==> src/rtl/ct_pkg.sv <==
`timescale 1ns/1ps
package ct_pkg;
   localparam int TAG_W = 8;
   localparam logic [1:0] CODE_DONE    = 2'b00;
   localparam logic [1:0] CODE_RM_OK   = 2'b01;
   localparam logic [1:0] CODE_RM_PART = 2'b10;
   localparam logic [1:0] CODE_RM_FAIL = 2'b11;

   function automatic logic [31:0] mk_status(input logic [1:0] code,
                                             input logic [TAG_W-1:0] tag);
      logic [31:0] w;
      w        = '0;
      w[13:12] = code;
      w[7:0]   = tag;
      return w;
   endfunction
endpackage

==> src/rtl/ct_slot.sv <==
`timescale 1ns/1ps
module ct_slot #(
   parameter int CH_W  = 2,
   parameter int CNT_W = 4
) (
   input  logic             clk,
   input  logic             rst_n,
   input  logic             alloc,
   input  logic [CH_W-1:0]  alloc_chan,
   input  logic [7:0]       alloc_tag,
   input  logic [CNT_W-1:0] alloc_frags,
   input  logic             issue,
   input  logic             done,
   input  logic             kill,
   output logic             busy,
   output logic             issued,
   output logic [CH_W-1:0]  chan,
   output logic [7:0]       tag,
   output logic             finish
);
   logic [CNT_W-1:0] exp_q, done_q, done_nxt;

   assign done_nxt = done_q + 1'b1;
   assign finish   = busy && done && (done_nxt == exp_q);

   always_ff @(posedge clk) begin
      if (!rst_n) begin
         busy   <= 1'b0;
         issued <= 1'b0;
         chan   <= '0;
         tag    <= '0;
         exp_q  <= '0;
         done_q <= '0;
      end else if (alloc) begin
         busy   <= 1'b1;
         issued <= 1'b0;
         chan   <= alloc_chan;
         tag    <= alloc_tag;
         exp_q  <= alloc_frags;
         done_q <= '0;
      end else if (busy) begin
         if (kill || finish) begin
            busy <= 1'b0;
         end else begin
            if (done)  done_q <= done_nxt;
            if (issue) issued <= 1'b1;
         end
      end
   end
endmodule

==> src/rtl/ct_search.sv <==
`timescale 1ns/1ps
module ct_search #(
   parameter int SLOTS  = 32,
   parameter int CH_W   = 2,
   localparam int SLOT_W = $clog2(SLOTS)
) (
   input  logic [SLOTS-1:0]           busy,
   input  logic [SLOTS-1:0][CH_W-1:0] chans,
   input  logic [SLOTS-1:0][7:0]      tags,
   input  logic [CH_W-1:0]            req_chan,
   input  logic [7:0]                 req_tag,
   output logic                       found,
   output logic [SLOT_W-1:0]          idx
);
   // lowest matching slot wins
   always_comb begin
      found = 1'b0;
      idx   = '0;
      for (int k = SLOTS - 1; k >= 0; k--) begin
         if (busy[k] && chans[k] == req_chan && tags[k] == req_tag) begin
            found = 1'b1;
            idx   = SLOT_W'(k);
         end
      end
   end
endmodule

==> src/rtl/ct_emit.sv <==
`timescale 1ns/1ps
module ct_emit (
   input  logic        clk,
   input  logic        rst_n,
   input  logic        fire,
   input  logic [31:0] word,
   output logic        valid,
   output logic [31:0] data
);
   always_ff @(posedge clk) begin
      if (!rst_n) begin
         valid <= 1'b0;
         data  <= '0;
      end else begin
         valid <= fire;
         data  <= fire ? word : '0;
      end
   end
endmodule

==> src/rtl/cpl_tracker.sv <==
`timescale 1ns/1ps
module cpl_tracker #(
   parameter int NCH     = 4,
   parameter int SLOTS   = 32,
   parameter int SUB_PER = 8,
   localparam int CH_W   = (NCH > 1) ? $clog2(NCH) : 1,
   localparam int SLOT_W = $clog2(SLOTS),
   localparam int SPW    = $clog2(SUB_PER),
   localparam int SUB_W  = SLOT_W + SPW,
   localparam int CNT_W  = SPW + 1
) (
   input  logic              clk,
   input  logic              rst_n,
   input  logic              alloc_valid,
   input  logic [SLOT_W-1:0] alloc_slot,
   input  logic [CH_W-1:0]   alloc_chan,
   input  logic [7:0]        alloc_tag,
   input  logic [CNT_W-1:0]  alloc_frags,
   input  logic              issue_valid,
   input  logic [SUB_W-1:0]  issue_sub,
   input  logic              dm_valid,
   input  logic [31:0]       dm_data,
   input  logic              cs,
   input  logic              wr,
   input  logic [13:0]       addr,
   input  logic [31:0]       wdata,
   output logic              waitreq,
   output logic [NCH-1:0]    st_valid,
   output logic [NCH*32-1:0] st_data
);
   import ct_pkg::*;

   if (NCH < 1 || NCH > 16) begin : g_bad_nch
      $error("cpl_tracker: NCH must be 1..16");
   end
   if (SLOTS < 2 || (1 << SLOT_W) != SLOTS) begin : g_bad_slots
      $error("cpl_tracker: SLOTS must be a power of two >= 2");
   end
   if (SUB_PER < 2 || (1 << SPW) != SUB_PER) begin : g_bad_sub
      $error("cpl_tracker: SUB_PER must be a power of two >= 2");
   end
   if (SUB_W > 8) begin : g_bad_subw
      $error("cpl_tracker: fragment ID must fit the 8-bit tag field");
   end

   logic [SLOTS-1:0]           s_busy, s_iss, s_fin, s_kill;
   logic [SLOTS-1:0][CH_W-1:0] s_chan;
   logic [SLOTS-1:0][7:0]      s_tag;

   logic                       dm_ok;
   logic [SLOT_W-1:0]          dm_slot, is_slot;
   assign dm_ok   = dm_valid && (dm_data[13:12] == CODE_DONE);
   assign dm_slot = dm_data[SUB_W-1:SPW];
   assign is_slot = issue_sub[SUB_W-1:SPW];

   // cancel request state
   logic              busy_q;
   logic [CH_W-1:0]   rq_chan;
   logic [7:0]        rq_tag;
   logic              accept, resolve, found;
   logic [SLOT_W-1:0] hit_idx;
   logic [1:0]        rm_code;

   assign accept  = cs && wr && !busy_q;
   assign resolve = busy_q && !dm_valid;
   assign waitreq = busy_q;

   always_ff @(posedge clk) begin
      if (!rst_n) begin
         busy_q  <= 1'b0;
         rq_chan <= '0;
         rq_tag  <= '0;
      end else if (accept) begin
         busy_q  <= 1'b1;
         rq_chan <= addr[CH_W-1:0];
         rq_tag  <= wdata[7:0];
      end else if (resolve) begin
         busy_q  <= 1'b0;
      end
   end

   for (genvar k = 0; k < SLOTS; k++) begin : g_slot
      assign s_kill[k] = resolve && found && (hit_idx == SLOT_W'(k));
      ct_slot #(.CH_W(CH_W), .CNT_W(CNT_W)) i_slot (
         .clk        (clk),
         .rst_n      (rst_n),
         .alloc      (alloc_valid && alloc_slot == SLOT_W'(k)),
         .alloc_chan (alloc_chan),
         .alloc_tag  (alloc_tag),
         .alloc_frags(alloc_frags),
         .issue      (issue_valid && is_slot == SLOT_W'(k)),
         .done       (dm_ok && dm_slot == SLOT_W'(k)),
         .kill       (s_kill[k]),
         .busy       (s_busy[k]),
         .issued     (s_iss[k]),
         .chan       (s_chan[k]),
         .tag        (s_tag[k]),
         .finish     (s_fin[k])
      );
   end

   ct_search #(.SLOTS(SLOTS), .CH_W(CH_W)) i_search (
      .busy    (s_busy),
      .chans   (s_chan),
      .tags    (s_tag),
      .req_chan(rq_chan),
      .req_tag (rq_tag),
      .found   (found),
      .idx     (hit_idx)
   );

   assign rm_code = !found ? CODE_RM_FAIL : (s_iss[hit_idx] ? CODE_RM_PART : CODE_RM_OK);

   // one data-mover status per cycle, so only dm_slot can finish
   logic            cpl_fire;
   logic [CH_W-1:0] cpl_chan;
   logic [31:0]     out_word;
   assign cpl_fire = s_fin[dm_slot];
   assign cpl_chan = s_chan[dm_slot];
   assign out_word = resolve ? mk_status(rm_code, rq_tag)
                             : mk_status(CODE_DONE, s_tag[dm_slot]);

   for (genvar c = 0; c < NCH; c++) begin : g_ch
      ct_emit i_emit (
         .clk  (clk),
         .rst_n(rst_n),
         .fire ((cpl_fire && cpl_chan == CH_W'(c)) || (resolve && rq_chan == CH_W'(c))),
         .word (out_word),
         .valid(st_valid[c]),
         .data (st_data[c*32 +: 32])
      );
   end

   logic unused_bits;
   assign unused_bits = ^{addr[13:CH_W], wdata[31:8], dm_data[31:14], dm_data[11:SUB_W]};
endmodule

==> config.mk <==
export PLATFORM = sky130hd
export DESIGN_NAME = cpl_tracker
export DESIGN_NICKNAME = d
export VERILOG_FILES = /design/src/rtl/ct_pkg.sv /design/src/rtl/ct_slot.sv /design/src/rtl/ct_search.sv /design/src/rtl/ct_emit.sv /design/src/rtl/cpl_tracker.sv
export SDC_FILE = /design/constraint.sdc
export NUM_CORES = 2
export LEC_CHECK = 0
export ABC_AREA = 1
export BUFFER_PORTS_ARGS = -buffer_cell sky130_fd_sc_hd__buf_2
export CAP_MARGIN = 30
export CELL_PAD_IN_SITES_DETAIL_PLACEMENT = 0
export CELL_PAD_IN_SITES_GLOBAL_PLACEMENT = 1
export CORE_ASPECT_RATIO = 0.5
export CORE_MARGIN = 1.5
export CORE_UTILIZATION = 30
export DETAILED_ROUTE_END_ITERATION = 8
export PLACE_DENSITY_LB_ADDON = 0.1
export SLEW_MARGIN = 10
export SYNTH_ARGS = -nofsm -noshare
export SYNTH_HDL_FRONTEND = slang
export SYNTH_SLANG_ARGS = --single-unit
==> constraint.sdc <==
create_clock -name clk -period 3.9 [get_ports clk]
set_clock_uncertainty 0.15 [all_clocks]
set_input_delay 0.78 -clock clk [delete_from_list [all_inputs] [get_ports clk]]
set_output_delay 0.78 -clock clk [all_outputs]
set_load 0.005 [all_outputs]
# Yosys cells after proc, flatten, opt, wreduce, memory -nomap -nowiden
# Index checks and enable logic that the tools add are counted.
op_classes:
  n_bitwise: 33
  addsub: 32
  n_eq_ne: 226
  n_reduce_logical: 415
  n_mux: 173
  magnitude_cmp: 2
op_table:
  columns: ["op", "count"]
  rows:
  - ["$eq A5 B5 Y1 const B", 64]
  - ["$logic_and A1 B1 Y1", 269]
  - ["$eq A8 B8 Y1", 32]
  - ["$reduce_and A3 Y1", 64]
  - ["$eq A5 B4 Y1 const B", 32]
  - ["$mux W5", 32]
  - ["$mux W1", 132]
  - ["$add A4 B1 Y4 const B", 32]
  - ["$eq A4 B4 Y1", 32]
  - ["$eq A5 B3 Y1 const B", 16]
  - ["$eq A2 B2 Y1", 32]
  - ["$reduce_or A2 Y1", 32]
  - ["$bmux W8 S5", 1]
  - ["$eq A5 B2 Y1 const B", 8]
  - ["$logic_or A1 B1 Y1", 36]
  - ["$not A1 Y1", 33]
  - ["$eq A5 B1 Y1 const B", 4]
  - ["$logic_not A5 Y1", 4]
  - ["$mux W14", 1]
  - ["$lt A5 B6 Y1 const B", 2]
  - ["$bmux W1 S5", 2]
  - ["$bmux W2 S5", 1]
  - ["$eq A2 B2 Y1 const B", 4]
  - ["$mux W8", 1]
  - ["other kinds (6)", 15]
word_totals:
  ff_bits: 783
  word_cells: 1084
  in_bits: 112

# Depth between registers and ports, before layout
logic_depth:
  word_depth: 41
  mapped_depth: 53

# Hierarchy
# From an unflattened synthesis, not the netlist that was laid out.
hier_totals:
  cells_unflattened: 6565
  hier_area_um2: 42065.3
modules_own_cells:
  columns: ["mod", "instances", "area_each_um2", "cells_each"]
  rows:
  - ["ct_slot", 32, 887.1, 128]
  - ["cpl_tracker", 1, 4941.0, 1168]
  - ["ct_search", 1, 4668.2, 893]
  - ["ct_emit", 4, 1017.2, 102]

# Worst setup path before layout
# OpenSTA, ideal clock, no wires.
synth_path:
  path_kind: "reg-to-reg"
  from: "reg rq_chan[1]"
  to: "reg g_slot[19].i_slot.done_q[2]"
  setup_slack_ns: 0.426
  setup_ns: 0.127
  arrival_time_ns: 3.198
  stages_incl_launch_ff: 23
  synth_period_minus_slack_ns: 3.474
  required_time_ns: 3.623
  cell_sequence: "dfxtp_1 -> buf_4 -> buf_6 -> buf_6 -> buf_6 -> xor2_1 -> a2111oi_0 -> nand2_1 -> or4_1 -> nand2_1 -> a31oi_1 -> o21bai_1 -> nand3_2 -> inv_2 -> nand4_1 -> inv_1 -> nand2_1 -> nand2_1 -> inv_1 -> nand2_1 -> inv_2 -> o21ai_0 -> a21oi_1"
synth_between:
  elab_chain_cells: 40
  word_cells_on_any_way: 166
synth_lines:
  columns: ["element", "line_no", "source"]
  rows:
  - ["from (decl)", "cpl_tracker.sv:58", "logic [CH_W-1:0] rq_chan;"]
  - ["from (signal assigned)", "cpl_tracker.sv:75", "rq_chan <= addr[CH_W-1:0];"]
  - ["$eq A2 B2 Y1", "ct_search.sv:20", "if (busy[k] && chans[k] == req_chan && tags[k] == req_tag) begin"]
  - ["$logic_and A1 B1 Y1 (2 in a row)", "ct_search.sv:20", null]
  - ["$mux W5 / $mux W1 (equally long branches) (32 in a row)", "ct_search.sv:20", null]
  - ["$eq A5 B5 Y1 / $logic_and A1 B1 Y1 (equally long branches)", "cpl_tracker.sv:83", "assign s_kill[k] = resolve && found && (hit_idx == SLOT_W'(k));"]
  - ["$logic_and A1 B1 Y1 (*)", "cpl_tracker.sv:83", null]
  - ["$logic_or A1 B1 Y1 (*)", "ct_slot.sv:42", "if (kill || finish) begin"]
  - ["$not A1 Y1 (no source line) (*)", null, null]
  - ["$reduce_and A3 Y1 (no source line) (*)", null, null]
  - ["to (signal assigned)", "ct_slot.sv:45", "if (done) done_q <= done_nxt;"]
  - ["to (decl)", "ct_slot.sv:21", "logic [CNT_W-1:0] exp_q, done_q, done_nxt;"]
# Every way passes the cells marked *; elsewhere a longest branch is shown, timed or not.
# A chain may end at the register's enable or synchronous reset.

# Worst setup path after layout
layout_path:
  from: "reg g_slot[31].i_slot.busy"
  to: "reg g_ch[2].i_emit.data[13]"
layout_between:
  elab_chain_cells: 39
  word_cells_on_any_way: 78
layout_lines:
  columns: ["element", "line_no", "source"]
  rows:
  - ["from (decl)", "ct_slot.sv:15", "output logic busy,"]
  - ["from (signal assigned)", "ct_slot.sv:28", "busy <= 1'b0;"]
  - ["from (signal assigned)", "ct_slot.sv:35", "busy <= 1'b1;"]
  - ["from (signal assigned)", "ct_slot.sv:43", "busy <= 1'b0;"]
  - ["$logic_and A1 B1 Y1 (2 in a row)", "ct_search.sv:20", null]
  - ["$mux W5 (32 in a row)", "ct_search.sv:20", null]
  - ["$bmux W1 S5", "cpl_tracker.sv:112", "assign rm_code = !found ? CODE_RM_FAIL : (s_iss[hit_idx] ? CODE_RM_PART : CODE_RM_OK);"]
  - ["$mux W1 (implied by the code)", "cpl_tracker.sv:112", null]
  - ["$mux W2 (2 in a row)", "cpl_tracker.sv:112", null]
  - ["$mux W14", "cpl_tracker.sv:120", "assign out_word = resolve ? mk_status(rm_code, rq_tag)"]
  - ["to (signal assigned)", "ct_emit.sv:16", "data <= fire ? word : '0;"]
  - ["to (decl)", "ct_emit.sv:8", "output logic [31:0] data"]
# Parallel ways exist; a longest one is shown, timed or not. The select of a mux whose other input is x is not followed.

==> qor.txt <==
final design area excluding fillers -> 48,000 sq um
delay contributed by the slowest stage of the critical path -> 360 ps
number of instances in the synthesized netlist -> 5,068
cts bufs inserted -> 75
element type at the critical path end -> flop
relative max-transition margin -> 29.9%
largest fanout of any net on the critical path -> 6
Initial Util -> 30.4%
initial antenna violation count -> 12
nets -> 5,868
vias per std cell -> 5.19
most common library cell in the layout ignoring fill and taps -> dfxtp_1
Crit Path Category -> reg -> reg
number of routed nets with antenna violations -> 0
status -> finished, violations left
Clk pin slew, worst setup/hold paths -> 60 ps
max-capacitance violation count -> 0
maximum buffer depth of the clock tree -> 3
Post-Synthesis Mean Instance Area -> 7.11 sq um
met1 global-route usage -> 41.7%
Post-synth ARST share -> 0%
met3 layer usage reported by global route -> 4.69%
number of rows in the core area -> 89
final period demand of the worst path -> 4540 ps
total power draw -> 17.0 mW
leak pwr -> 19.5 nW
starting DRC count in detailed routing -> 3,693
layer with the highest usage -> met1
Seq/Total Area, Yosys -> 38.6%
routed wire length -> 176,000 um
Sink Count -> 695
required time at the endpoint of the critical path -> 4330 ps
Critical Path Start Type -> flop
final count of negative-setup-slack endpoints -> 200
clock tree from TritonCTS -> done
failing checks -> setup timing
final estimated routing congestion in global placement -> 0.943
number of hold-slack violations in the final timing report -> 0
Unique masters post-synth -> 63
H-tree level count -> 3
number of max-slew violations in the final report -> 0
DRC Markers -> 0
number of global-route vias before repair -> 35,500
worst hold-check slack -> 271 ps
global routing usage summed across all routing layers -> 28.1%
wire length of the first global-routing pass -> 250,000 um
post-layout worst setup margin -> -641 ps
utilization after layout -> 40.5%
fraction of final layout cells sized beyond drive strength 1 -> 24.6%
netlist area before placement -> 36,000 sq um
Post-synth EDFFs -> 0
number of top-level pins -> 245
Worst VDD drop -> 313 uV
hold buffers post-CTS -> 0
slew at the pin with the worst max-slew slack -> 1050 ps
post-route non-filler standard cell count -> 7,369
class of the worst hold path -> in -> reg
critical-path cell with the highest stage delay -> dfxtp_4
placed cell count -> 7,178
Crit path top cell by count -> nor2_1
power density cells -> 355 nW/um^2
pin count of the biggest net entering global routing -> 134
layout-stage area growth over the synthesis result -> 33.2%
flops & latches, synth -> 695
most instantiated flip-flop cell in the synthesis netlist -> dfxtp_1
routed wire length per instance -> 23.9 um
placement-stage cell area -> 42,900 sq um
die width -> 493 um
drt first pass iters -> 5
overall die area -> 122,000 sq um
clock insertion delay at the later pin of the skew report -> 690 ps
Worst Path Arrival -> 4970 ps
total number of yosys warnings -> 0
met2 layer usage reported by global route -> 41.7%
grt ovf -> 0
core area -> 118,000 sq um
total via count after detailed routing -> 38,300
die height -> 248 um
final clock period utilization by the worst path -> 116%
buffers added on ports -> 92
setup repair after global routing missed its margin -> yes
detailed placement HPWL -> 131,000 um
highest clock frequency the design can meet -> 220 MHz
leading cell types in the layout, fill and taps excluded -> dfxtp_1, buf_4, nand2_1
clock tree root buffer cell -> clkbuf_16
-- state kept, by name, indices dropped and copies added (netlist names) --
name                  flops
g_slot.i_slot.tag       256
waitreq                   1
rq_tag                    8
g_ch.i_emit.valid         4
g_slot.i_slot.busy       32
g_slot.i_slot.issued     32
rq_chan                   2
g_slot.i_slot.done_q    128
g_slot.i_slot.chan       64
g_slot.i_slot.exp_q     128
g_ch.i_emit.data         40
-- report_power, final --
group,switching [mW],internal [mW],leakage [nW],total [mW]
registers,0.0528,7.17,5.61,7.22
logic,1.45,0.752,12.7,2.20
clock network,3.29,4.30,1.21,7.59
total,4.80,12.2,19.5,17.0
-- critical path, delay by kind of cell (launching register included) --
| family | cells | cell delay (ps) |
|---|---|---|
| AOI/OAI and AO/OA | 8 | 1440 |
| and+or+nand+nor | 14 | 1270 |
| buffers and inverters | 7 | 1180 |
| DFF | 1 | 360 |
-- metal layers --
layer  part of all wire [%]  vias to the layer above
met5                 0.0074                        -
met4                    2.4                        2
met3                    7.6                      203
met2                     41                     1353
met1                     49                    18600
li1                       -                    18200
-- cells in the mapped netlist (9+ instances only) --
library cell  count  share of area (%)
xnor2_1          87                2.1
a22oi_1          24               0.50
o2111ai_1        34               0.83
nand3_1         206                2.9
nor2_1          503                5.2
buf_6            15               0.47
nand2_1         668                7.0
a221oi_1         25               0.61
a2111oi_0        15               0.36
a21oi_1         596                8.3
o22ai_1         130                2.3
o21ai_0         550                7.6
ha_1             32                1.1
o21a_1           13               0.27
clkbuf_1        222                2.3
or2_1             9               0.16
clkinv_1          9              0.094
nor4b_1           9               0.22
a211oi_1         31               0.65
nand2_2          18               0.31
dfxtp_1         695                 39
buf_2            35               0.49
o211ai_1         10               0.21
buf_4           102                2.1
nor3_1           28               0.39
nor4_1           58                1.0
or4_1             9               0.19
inv_2            24               0.25
nand4_1          65                1.1
o21ai_1           9               0.13
inv_1           561                5.8
o221ai_1         29               0.71
buf_1            17               0.18
xor2_1          154                3.7
-- cell families (layout without fill, tap and decap cells) --
family,Yosys count,count (layout),share of synthesized area [%]
flops,695,695,38.6
compound gates,1495,1495,23.1
fa+ha+maj,32,32,1.11
buf+inv,985,1606,11.8
simple gates,1619,1619,19.5
other cells,1,89,0.0104
xor+xnor,241,241,5.86
-- final cells by class --
cell class	count	area (sq um)
repair buffers	883	7360
diodes	1	2.50
clock buffers	112	2280
multi-input cells	3475	19900
inverters	594	2290
clock inverters	17	206
flip-flops and latches	695	13900
fillers	12500	70500
well taps	1592	1990
-- through the flow --
stage                     worst slack, ps  setup TNS [ps]
after CTS                            -520          -64210
after global routing                 -903         -141540
after detailed placement            -1210         -167380
after floorplan                       426               0
after global placement              -1160         -169640
final                                -641          -87790
-- what timing repair did --
item | CTS | global route
setup endpoints to repair | 217 | 233
gates cloned | 2 | 0
resized for setup | 406 | 186
pin swaps | 99 | 95
setup buffers | 56 | 27
-- path summary, 6_finish.rpt --
path                                 to                        from  slack [ps]  cells after the start
max             g_ch[2].i_emit.data[13]      g_slot[31].i_slot.busy        -640                     29
max reg2reg     g_ch[2].i_emit.data[13]      g_slot[31].i_slot.busy        -640                     29
min reg2reg  g_slot[16].i_slot.exp_q[2]  g_slot[16].i_slot.exp_q[2]         310                      2
min                           rq_tag[2]                    wdata[2]         270                      3
Power figures use the tool's default switching activity.
